==> config.mk <==
export PLATFORM = sky130hd
export DESIGN_NAME = wdog_win_ctrl
export DESIGN_NICKNAME = d
export VERILOG_FILES = /design/src/rtl/wdog_pkg.sv /design/src/rtl/wdog_sync.sv /design/src/rtl/wdog_drop_filt.sv /design/src/rtl/wdog_win_fsm.sv /design/src/rtl/wdog_en_qual.sv /design/src/rtl/wdog_win_ctrl.sv
export SDC_FILE = /design/constraint.sdc
export NUM_CORES = 1
export LEC_CHECK = 0
export CAP_MARGIN = 20
export CORE_UTILIZATION = 50
export DETAILED_ROUTE_END_ITERATION = 6
export GPL_TIMING_DRIVEN = 0
export PLACE_DENSITY = 0.75
export SLEW_MARGIN = 20
export SYNTH_ARGS = -nofsm -noshare
export SYNTH_HDL_FRONTEND = slang
export SYNTH_SLANG_ARGS = --single-unit
==> constraint.sdc <==
create_clock -name clk_i -period 3.2 [get_ports clk_i]
set_input_delay 0.32 -clock clk_i [delete_from_list [all_inputs] [get_ports clk_i]]
set_output_delay 0.32 -clock clk_i [all_outputs]
set_load 0.005 [all_outputs]
==> src/rtl/wdog_pkg.sv <==
package wdog_pkg;
  typedef enum logic [1:0] {
    ST_POR    = 2'd0,
    ST_CLOSED = 2'd1,
    ST_OPEN   = 2'd2,
    ST_PULSE  = 2'd3
  } wd_state_e;
endpackage

==> src/rtl/wdog_sync.sv <==
module wdog_sync #(
  parameter int WIDTH  = 1,
  parameter int STAGES = 2
) (
  input  logic             clk_i,
  input  logic             rst_ni,
  input  logic [WIDTH-1:0] d_i,
  output logic [WIDTH-1:0] q_o
);
  localparam int CW = STAGES * WIDTH;

  logic [CW-1:0] chain_q;

  always_ff @(posedge clk_i or negedge rst_ni) begin
    if (!rst_ni) chain_q <= '0;
    else         chain_q <= {chain_q[CW-WIDTH-1:0], d_i};
  end

  assign q_o = chain_q[CW-1 -: WIDTH];
endmodule

==> src/rtl/wdog_drop_filt.sv <==
module wdog_drop_filt #(
  parameter int GLITCH_CLKS = 4
) (
  input  logic clk_i,
  input  logic rst_ni,
  input  logic vg_i,
  output logic vok_o
);
  localparam int GW = $clog2(GLITCH_CLKS + 1);
  localparam logic [GW-1:0] LOW_LAST = GW'(GLITCH_CLKS - 1);

  logic [GW-1:0] low_cnt_q;
  logic          vok_q;

  // rise passes at once; fall needs GLITCH_CLKS consecutive low samples
  always_ff @(posedge clk_i or negedge rst_ni) begin
    if (!rst_ni) begin
      vok_q     <= 1'b0;
      low_cnt_q <= '0;
    end else if (vg_i) begin
      vok_q     <= 1'b1;
      low_cnt_q <= '0;
    end else if (vok_q) begin
      if (low_cnt_q == LOW_LAST) begin
        vok_q     <= 1'b0;
        low_cnt_q <= '0;
      end else begin
        low_cnt_q <= low_cnt_q + 1'b1;
      end
    end
  end

  assign vok_o = vok_q;
endmodule

==> src/rtl/wdog_win_fsm.sv <==
module wdog_win_fsm
  import wdog_pkg::*;
#(
  parameter int POR_HT    = 200,
  parameter int CLOSED_HT = 160,
  parameter int OPEN_HT   = 80,
  parameter int PULSE_HT  = 5
) (
  input  logic      clk_i,
  input  logic      rst_ni,
  input  logic      tick_i,
  input  logic      vok_i,
  input  logic      svc_edge_i,
  output wd_state_e state_o,
  output logic      rst_no
);
  localparam int M1    = (POR_HT > CLOSED_HT) ? POR_HT : CLOSED_HT;
  localparam int M2    = (OPEN_HT > PULSE_HT) ? OPEN_HT : PULSE_HT;
  localparam int MAXL  = (M1 > M2) ? M1 : M2;
  localparam int CNT_W = $clog2(MAXL + 1);
  localparam logic [CNT_W-1:0] POR_LAST    = CNT_W'(POR_HT - 1);
  localparam logic [CNT_W-1:0] CLOSED_LAST = CNT_W'(CLOSED_HT - 1);
  localparam logic [CNT_W-1:0] OPEN_LAST   = CNT_W'(OPEN_HT - 1);
  localparam logic [CNT_W-1:0] PULSE_LAST  = CNT_W'(PULSE_HT - 1);

  wd_state_e        st_q, st_d;
  logic [CNT_W-1:0] cnt_q, cnt_d;

  always_comb begin
    st_d  = st_q;
    cnt_d = cnt_q;
    if (!vok_i) begin
      st_d  = ST_POR;
      cnt_d = '0;
    end else begin
      unique case (st_q)
        ST_POR: begin
          if (tick_i) begin
            if (cnt_q == POR_LAST) begin st_d = ST_CLOSED; cnt_d = '0; end
            else cnt_d = cnt_q + 1'b1;
          end
        end
        ST_CLOSED: begin
          if (svc_edge_i) begin
            st_d  = ST_PULSE;   // too early
            cnt_d = '0;
          end else if (tick_i) begin
            if (cnt_q == CLOSED_LAST) begin st_d = ST_OPEN; cnt_d = '0; end
            else cnt_d = cnt_q + 1'b1;
          end
        end
        ST_OPEN: begin
          if (svc_edge_i) begin
            st_d  = ST_CLOSED;  // good service wins over expiry
            cnt_d = '0;
          end else if (tick_i) begin
            if (cnt_q == OPEN_LAST) begin st_d = ST_PULSE; cnt_d = '0; end
            else cnt_d = cnt_q + 1'b1;
          end
        end
        ST_PULSE: begin
          if (tick_i) begin
            if (cnt_q == PULSE_LAST) begin st_d = ST_CLOSED; cnt_d = '0; end
            else cnt_d = cnt_q + 1'b1;
          end
        end
        default: begin
          st_d  = ST_POR;
          cnt_d = '0;
        end
      endcase
    end
  end

  always_ff @(posedge clk_i or negedge rst_ni) begin
    if (!rst_ni) begin
      st_q  <= ST_POR;
      cnt_q <= '0;
    end else begin
      st_q  <= st_d;
      cnt_q <= cnt_d;
    end
  end

  assign state_o = st_q;
  assign rst_no  = (st_q == ST_CLOSED) || (st_q == ST_OPEN);
endmodule

==> src/rtl/wdog_en_qual.sv <==
module wdog_en_qual #(
  parameter int GOOD_NEED = 3,
  localparam int CW = $clog2(GOOD_NEED + 1)
) (
  input  logic          clk_i,
  input  logic          rst_ni,
  input  logic          good_i,
  input  logic          clr_i,
  input  logic          rst_act_i,
  output logic [CW-1:0] cnt_o,
  output logic          en_no
);
  localparam logic [CW-1:0] FULL = CW'(GOOD_NEED);

  logic [CW-1:0] cnt_q;

  always_ff @(posedge clk_i or negedge rst_ni) begin
    if (!rst_ni)                     cnt_q <= '0;
    else if (clr_i)                  cnt_q <= '0;
    else if (good_i && cnt_q != FULL) cnt_q <= cnt_q + 1'b1;
  end

  assign cnt_o = cnt_q;
  assign en_no = !((cnt_q == FULL) && !rst_act_i);
endmodule

==> src/rtl/wdog_win_ctrl.sv <==
module wdog_win_ctrl
  import wdog_pkg::*;
#(
  parameter int WIN_HT      = 240,  // closed + open, half ticks
  parameter bit RATIO_SEL   = 1'b0, // 0: long closed, 1: long open
  parameter int PULSE_HT    = 5,
  parameter int WD_HT       = 200,
  parameter bit POR_QUARTER = 1'b0,
  parameter int GLITCH_CLKS = 4,
  parameter int GOOD_NEED   = 3
) (
  input  logic clk_i,
  input  logic rst_ni,
  input  logic tick_i,
  input  logic vgood_i,
  input  logic svc_i,
  output logic rst_no,
  output logic en_no
);
  localparam int CLOSED_HT = RATIO_SEL ? (WIN_HT / 3) : (WIN_HT - WIN_HT / 3);
  localparam int OPEN_HT   = WIN_HT - CLOSED_HT;
  localparam int POR_HT    = POR_QUARTER ? (WD_HT / 4) : WD_HT;
  localparam int GOOD_W    = $clog2(GOOD_NEED + 1);

  logic              vg_s, svc_s, svc_d_q, svc_edge, vok;
  logic              rst_n_int;
  wd_state_e         state;
  logic [GOOD_W-1:0] good_cnt;

  wdog_sync #(.WIDTH(2), .STAGES(2)) u_sync (
    .clk_i (clk_i),
    .rst_ni(rst_ni),
    .d_i   ({vgood_i, svc_i}),
    .q_o   ({vg_s, svc_s})
  );

  always_ff @(posedge clk_i or negedge rst_ni) begin
    if (!rst_ni) svc_d_q <= 1'b0;
    else         svc_d_q <= svc_s;
  end
  assign svc_edge = svc_s & ~svc_d_q;

  wdog_drop_filt #(.GLITCH_CLKS(GLITCH_CLKS)) u_filt (
    .clk_i (clk_i),
    .rst_ni(rst_ni),
    .vg_i  (vg_s),
    .vok_o (vok)
  );

  wdog_win_fsm #(
    .POR_HT   (POR_HT),
    .CLOSED_HT(CLOSED_HT),
    .OPEN_HT  (OPEN_HT),
    .PULSE_HT (PULSE_HT)
  ) u_fsm (
    .clk_i     (clk_i),
    .rst_ni    (rst_ni),
    .tick_i    (tick_i),
    .vok_i     (vok),
    .svc_edge_i(svc_edge),
    .state_o   (state),
    .rst_no    (rst_n_int)
  );

  wdog_en_qual #(.GOOD_NEED(GOOD_NEED)) u_en (
    .clk_i    (clk_i),
    .rst_ni   (rst_ni),
    .good_i   ((state == ST_OPEN) && svc_edge && vok),
    .clr_i    ((state == ST_POR) || (state == ST_PULSE)),
    .rst_act_i(!rst_n_int),
    .cnt_o    (good_cnt),
    .en_no    (en_no)
  );

  assign rst_no = rst_n_int;
endmodule

==> summary.md, run 1 <==
| Metric | Value |
|---|---|
| Post-cts resize count | `0` |
| Post-synth ARST share | `1.00` |
| # Max-Cap Violations | `0` |
| Slew Limit Fails | `0` |
| Fmax | `405 MHz` |
| Die ar. | `2660 µm²` |
| DRT iter0 DRCs | `13` |
| First-pass GRT wire length | `4080 µm` |
| Syn Inst Count | `121` |
| # setup viols final | `0` |
| Final hold vios | `0` |
| Final net count | `146` |
| Clk_lat worst skew | `310 ps` |
| Synth Net Count | `135` |
| Grt total ovfl | `0` |
| Antenna violations before repair | `0` |
| Routed Antenna Nets | `0` |
| Worst slew pin tran | `909 ps` |
| Yosys Warn Count | `0` |
| Power Dens Cells | `579 nW/µm²` |
| Diodes inserted | `0` |
| WP data required | `3440 ps` |
| Vias in the first global route | `918` |
| Clock net sink count | `21` |
| Max IR drop VDD | `0.449 mV` |
| Total track usage | `0.212` |
| Total Power | `784 µW` |
| Hpwl dp | `1710 µm` |
| Initial Util | `0.545` |
| Run status | `finished, final reports clean` |
| Worst hold slack | `363 ps` |
| Mapped Avg Cell Area | `10.2 µm²` |
| CTS Buf Count | `3` |
| Worst EP arrival | `2710 ps` |
| Remaining DRCs | `0` |
| Leakage Power | `0.585 nW` |
| Prevailing post-synth register cell | `dfrtp_1` |
| Setup bufs post-CTS | `0` |
| Hold Path Class | `register to register` |
| Core footprint | `2250 µm²` |
| Largest net degree at the start of global routing | `22` |
| Critical path class | `register to register` |
| Via count | `944` |
| EDFF count, synth | `0` |
| Synthesized area | `1230 µm²` |
| Die width | `51.6 µm` |
| Routed WL | `2260 µm` |
| Clock Pin Slew Worst Setup and Hold Paths | `120 ps` |
| Commonest non-fill, non-tap cell in the layout | `dfrtp_1` |
| Period utilisation layout | `0.771` |
| Num rows | `17` |
| Number of I/O port buffers | `6` |
| First drt pass iteration count | `4` |
| Max stage delay on crit path | `670 ps` |
| RSZ-0062 raised after global routing | `false` |
| Sequential area share after synthesis | `0.428` |
| Clock root cell | `clkbuf_4` |
| Crit-path max FO | `9` |
| Worst Setup Start Kind | `register` |
| Commonest non-fill, non-tap cells in the layout | `21 x dfrtp_1, 14 x nand2_1, 10 x nor2_1` |
| CTS Hold Bufs | `0` |
| # fillers | `206` |
| Vias per cell | `5.94` |
| Longest Clk Path Bufs | `2` |
| WP buf/inv | `2` |
| H-tree levels | `1` |
| Final Critical Period | `2470 ps` |
| Layout area overhead | `10.2%` |
| Crit end category | `register` |
| TritonCTS clock tree | `built` |
| Synth Register Bits | `21` |
| Die H | `51.6 µm` |
| Max_slew headroom | `0.392` |
| Gpl congestion | `0.796` |
| Crit-path cells | `inv_1, ha_1, or2_2, o21bai_1, and2_1, clkbuf_1, or4_2, o211ai_1` |
| Layout cells sized above 1 | `0.107` |
| Slowest stage cell, crit path | `or4_2` |
| Routed len/inst | `14.2 µm` |
| I/O pin count | `7` |
| Post-synth cell types | `42` |
| Sum Neg Setup Slack | `0 ps` |
| Layout Skew | `6.62 ps` |
| Worst path top cell family by delay | `simple AND/OR/NAND/NOR gates` |
[registers in the layout, summed over array words and instances (netlist names)]
| signal | flops |
|---|---|
| svc_d_q | 1 |
| u_en.cnt_o | 2 |
| u_filt.low_cnt_q | 3 |
| u_filt.vok_o | 1 |
| u_fsm.cnt_q | 8 |
| u_fsm.state_o | 2 |
| u_sync.chain_q | 4 |
[cell usage after synthesis, types with 2 or more instances]
master / instances / area (µm²)
clkbuf_1: 2 / 7.51
a211oi_1: 2 / 15.0
nand2_1: 14 / 52.6
nand3_1: 4 / 20.0
o21ai_0: 3 / 15.0
o221ai_1: 2 / 17.5
and2_1: 2 / 12.5
a311oi_2: 2 / 30.0
a2111oi_0: 2 / 17.5
ha_1: 9 / 113
a21oi_1: 3 / 15.0
nand2b_1: 4 / 25.0
mux2i_1: 3 / 30.0
xnor2_1: 3 / 26.3
nor2b_1: 4 / 25.0
dfrtp_1: 21 / 526
nor2_1: 10 / 37.5
inv_1: 7 / 26.3
[through the flow]
stage                     instance area [µm²]  instances  utilization  worst slack (ps)
after global placement                   1320        155        0.587               781
after floorplan                          1230        121            -               940
after CTS                                1350        159        0.600               708
final                                    1350        159        0.600               734
after detailed placement                 1320        155        0.587               747
after global routing                     1350        159        0.600               504
[per-layer routing]
metal | global-route usage | routed length, µm | vias to the layer above | part of all wire
met5 | 0 | 0 | - | 0
met2 | 0.342 | 1080 | 22 | 0.48
met1 | 0.278 | 1070 | 458 | 0.47
li1 | - | - | 460 | -
met4 | 0.0856 | 29 | 0 | 0.013
met3 | 0.0409 | 77 | 4 | 0.034
[logic make-up (layout without fill, tap and decap cells)]
logic type,after synthesis,count (layout),synth area share
buffers and inverters,9,19,0.0275
AND/OR/NAND/NOR,51,51,0.226
flip-flops,21,21,0.428
XOR/XNOR,3,3,0.0214
AO/OA/AOI/OAI,25,25,0.181
adder cells (fa/ha/maj),9,9,0.0917
multiplexers,3,3,0.0244
[layout make-up]
class                   instances  area [µm²]  area share
flip-flops and latches         21         526       0.388
plain buffers                   2        7.51     0.00555
clock inverters                 1        7.51     0.00555
inverters                       7        26.3      0.0194
multi-input cells              91         669       0.494
repair buffers                  6        60.1      0.0444
clock buffers                   3        22.5      0.0166
well taps                      28        35.0      0.0259
[power breakdown]
| group | total [mW] | leakage, nW | switching (mW) | internal, mW |
|---|---|---|---|---|
| sequential | 0.388 | 0.256 | 0.0685 | 0.320 |
| combinational | 0.262 | 0.315 | 0.135 | 0.127 |
| clock | 0.133 | 0.0139 | 0.0853 | 0.0477 |
| total | 0.784 | 0.585 | 0.289 | 0.495 |
[worst paths after layout]
path | from | cells past startpoint | slack [ps] | to
max reg2reg | u_fsm.state_o[0] | 8 | 730 | u_fsm.cnt_q[6]
min in group asynchronous | rst_ni | 1 | 500 | u_fsm.cnt_q[2]
max in group asynchronous | rst_ni | 1 | 2140 | u_fsm.state_o[1]
min | u_sync.chain_q[0] | 0 | 360 | u_sync.chain_q[2]
max | u_fsm.state_o[0] | 8 | 730 | u_fsm.cnt_q[6]
min reg2reg | u_sync.chain_q[0] | 0 | 360 | u_sync.chain_q[2]
Note: power is estimated with default switching activity, not from simulation.
==> run 2, diff against run 1 <==
PLACE_DENSITY = 0.77   (was 0.75)
clock period = 2.07 ns   (was 3.2 ns; I/O delays follow)
==> run 2 against run 1 <==
The run now ends with setup timing left; global-route usage up 1.7 points; first-iteration DRC count is 92% higher; clock power grew 56%; combinational power increased to 2.5 times the previous value; count of clock-buffer cells in the layout did not move; total power rose by 87%.
==> summary.md, run 2 (synthesis gave the netlist of run 1 again) <==
| Metric | Value |
|---|---|
| DP Area | `1380 µm²` |
| Worst-case reg-to-reg path depth | `7` |
| Hpwl dp | `1730 µm` |
| Commonest non-fill, non-tap cell in the layout | `dfrtp_1` |
| DRT iter0 DRCs | `25` |
| Die H | `51.6 µm` |
| Number of I/O port buffers | `6` |
| Util after Layout | `0.709` |
| # setup viols final | `10` |
| CP dominant cell by count | `buf_4` |
| Clock Pin Slew Worst Setup and Hold Paths | `130 ps` |
| Fin cells | `174` |
| Num rows | `17` |
| Via count | `1059` |
| Vias in the first global route | `979` |
| Failing checks | `setup timing` |
| Die width | `51.6 µm` |
| Max IR drop VDD | `0.726 mV` |
| Clk_lat worst skew | `300 ps` |
| Placed insts | `155` |
| Max_slew headroom | `0.359` |
| Setup crit start | `u_fsm.cnt_q[5]` |
| Critical path class | `register to register` |
| Diodes inserted | `0` |
| Initial Util | `0.545` |
| First-pass GRT wire length | `4500 µm` |
| Critical Path Stages | `7` |
| Leakage Power | `0.674 nW` |
| WP data required | `2270 ps` |
| Period utilisation layout | `1.10` |
| Clock net sink count | `21` |
| Die ar. | `2660 µm²` |
| Routed len/inst | `16.0 µm` |
| Crit-path cells | `buf_4, or4b_4, o211a_4, o41ai_4, buf_4, nor4_2, a211o_1` |
| Core footprint | `2250 µm²` |
| Largest reg by FF count | `u_fsm.cnt_q` |
| Grt total ovfl | `0` |
| Routed Antenna Nets | `0` |
| Fmax | `437 MHz` |
| Hold Path Class | `primary input to register` |
| RR Startpoint | `u_fsm.cnt_q[5]` |
| Vias per cell | `6.09` |
| Worst slew pin tran | `958 ps` |
| Final Critical Period | `2290 ps` |
| Final hold vios | `0` |
| Largest net degree at the start of global routing | `22` |
| Crit end category | `register` |
| Worst setup endpoint | `u_fsm.cnt_q[3]` |
| RSZ-0062 raised after global routing | `true` |
| Crit-path max FO | `7` |
| # fillers | `165` |
| CTS Hold Bufs | `0` |
| Worst Setup Start Kind | `register` |
| RR Endpoint | `u_fsm.cnt_q[3]` |
| WP buf/inv | `2` |
| Worst EP arrival | `2490 ps` |
| TritonCTS clock tree | `built` |
| Final Instance Area | `1600 µm²` |
| H-tree levels | `1` |
| Clock root cell | `clkbuf_4` |
| Routed WL | `2780 µm` |
| CTS Buf Count | `3` |
| Total Power | `1.46 mW` |
| Total track usage | `0.228` |
| Slew Limit Fails | `0` |
| Top Registers | `u_fsm.cnt_q: 8 flops, u_sync.chain_q: 4 flops, u_filt.low_cnt_q: 3 flops` |
| Antenna violations before repair | `0` |
| R2R setup slack | `-220 ps` |
| Longest Clk Path Bufs | `2` |
| Commonest non-fill, non-tap cells in the layout | `18 x dfrtp_1, 16 x buf_4, 14 x nand2_1` |
| I/O pin count | `7` |
| Power Dens Cells | `916 nW/µm²` |
| Gpl congestion | `0.859` |
| Pre-CTS setup slack | `-163 ps` |
| # Max-Cap Violations | `0` |
| First drt pass iteration count | `4` |
| PnR worst setup slack | `-217 ps` |
| Slowest stage cell, crit path | `or4b_4` |
| Layout cells sized above 1 | `0.336` |
| Layout area overhead | `30.1%` |
| Worst path top cell family by delay | `compound AO/OA/AOI/OAI gates` |
| Max stage delay on crit path | `510 ps` |
| Run status | `finished, violations left` |
| Remaining DRCs | `0` |
| Layout Skew | `2.88 ps` |
| Final net count | `161` |
| Largest register FFs | `8` |
[run 2: stage by stage]
step	TNS (ps)	hold WS, ps
global route	-2060	310
finish	-1450	325
floorplan	-37.1	-88.6
global placement	-740	333
CTS	-602	321
detailed placement	-886	335
[run 2: worst min-delay path by stage]
stage / start / endpoint / slack [ps] / depth (start not counted)
final: svc_i / u_sync.chain_q[0] / 330 / 1
after CTS: vgood_i / u_sync.chain_q[1] / 320 / 1
after detailed placement: u_sync.chain_q[0] / u_sync.chain_q[2] / 330 / 0
after global routing: svc_i / u_sync.chain_q[0] / 310 / 1
after floorplan: rst_ni / svc_d_q / -90 / 0
after global placement: u_sync.chain_q[0] / u_sync.chain_q[2] / 330 / 0
[run 2: layout make-up]
class | instances | area (µm²) | area share
repair buffers | 22 | 180 | 0.113
flip-flops and latches | 21 | 529 | 0.331
multi-input cells | 91 | 795 | 0.497
inverters | 7 | 26.3 | 0.0164
well taps | 28 | 35.0 | 0.0219
clock inverters | 1 | 7.51 | 0.00469
clock buffers | 3 | 22.5 | 0.0141
plain buffers | 1 | 3.75 | 0.00235
[run 2: layer usage]
metal  global-route usage  up-vias  part of all wire
met4               0.0766        0             0.020
met5                    0        -                 0
met1                0.312      533              0.46
li1                     -      492                 -
met3               0.0439        7             0.029
met2                0.364       27              0.49
[run 2: report_power, final]
part / internal, mW / switching [mW] / total [mW]
clock: 0.0734 / 0.135 / 0.208
combinational: 0.350 / 0.317 / 0.667
sequential: 0.499 / 0.0906 / 0.590
[run 2: repair_timing]
action / CTS / global route
gates cloned: 0 / 0
gates resized for setup: 8 / 9
endpoints found under the setup margin: 9 / 9
pin swaps: 8 / 8
buffers inserted: 9 / 7
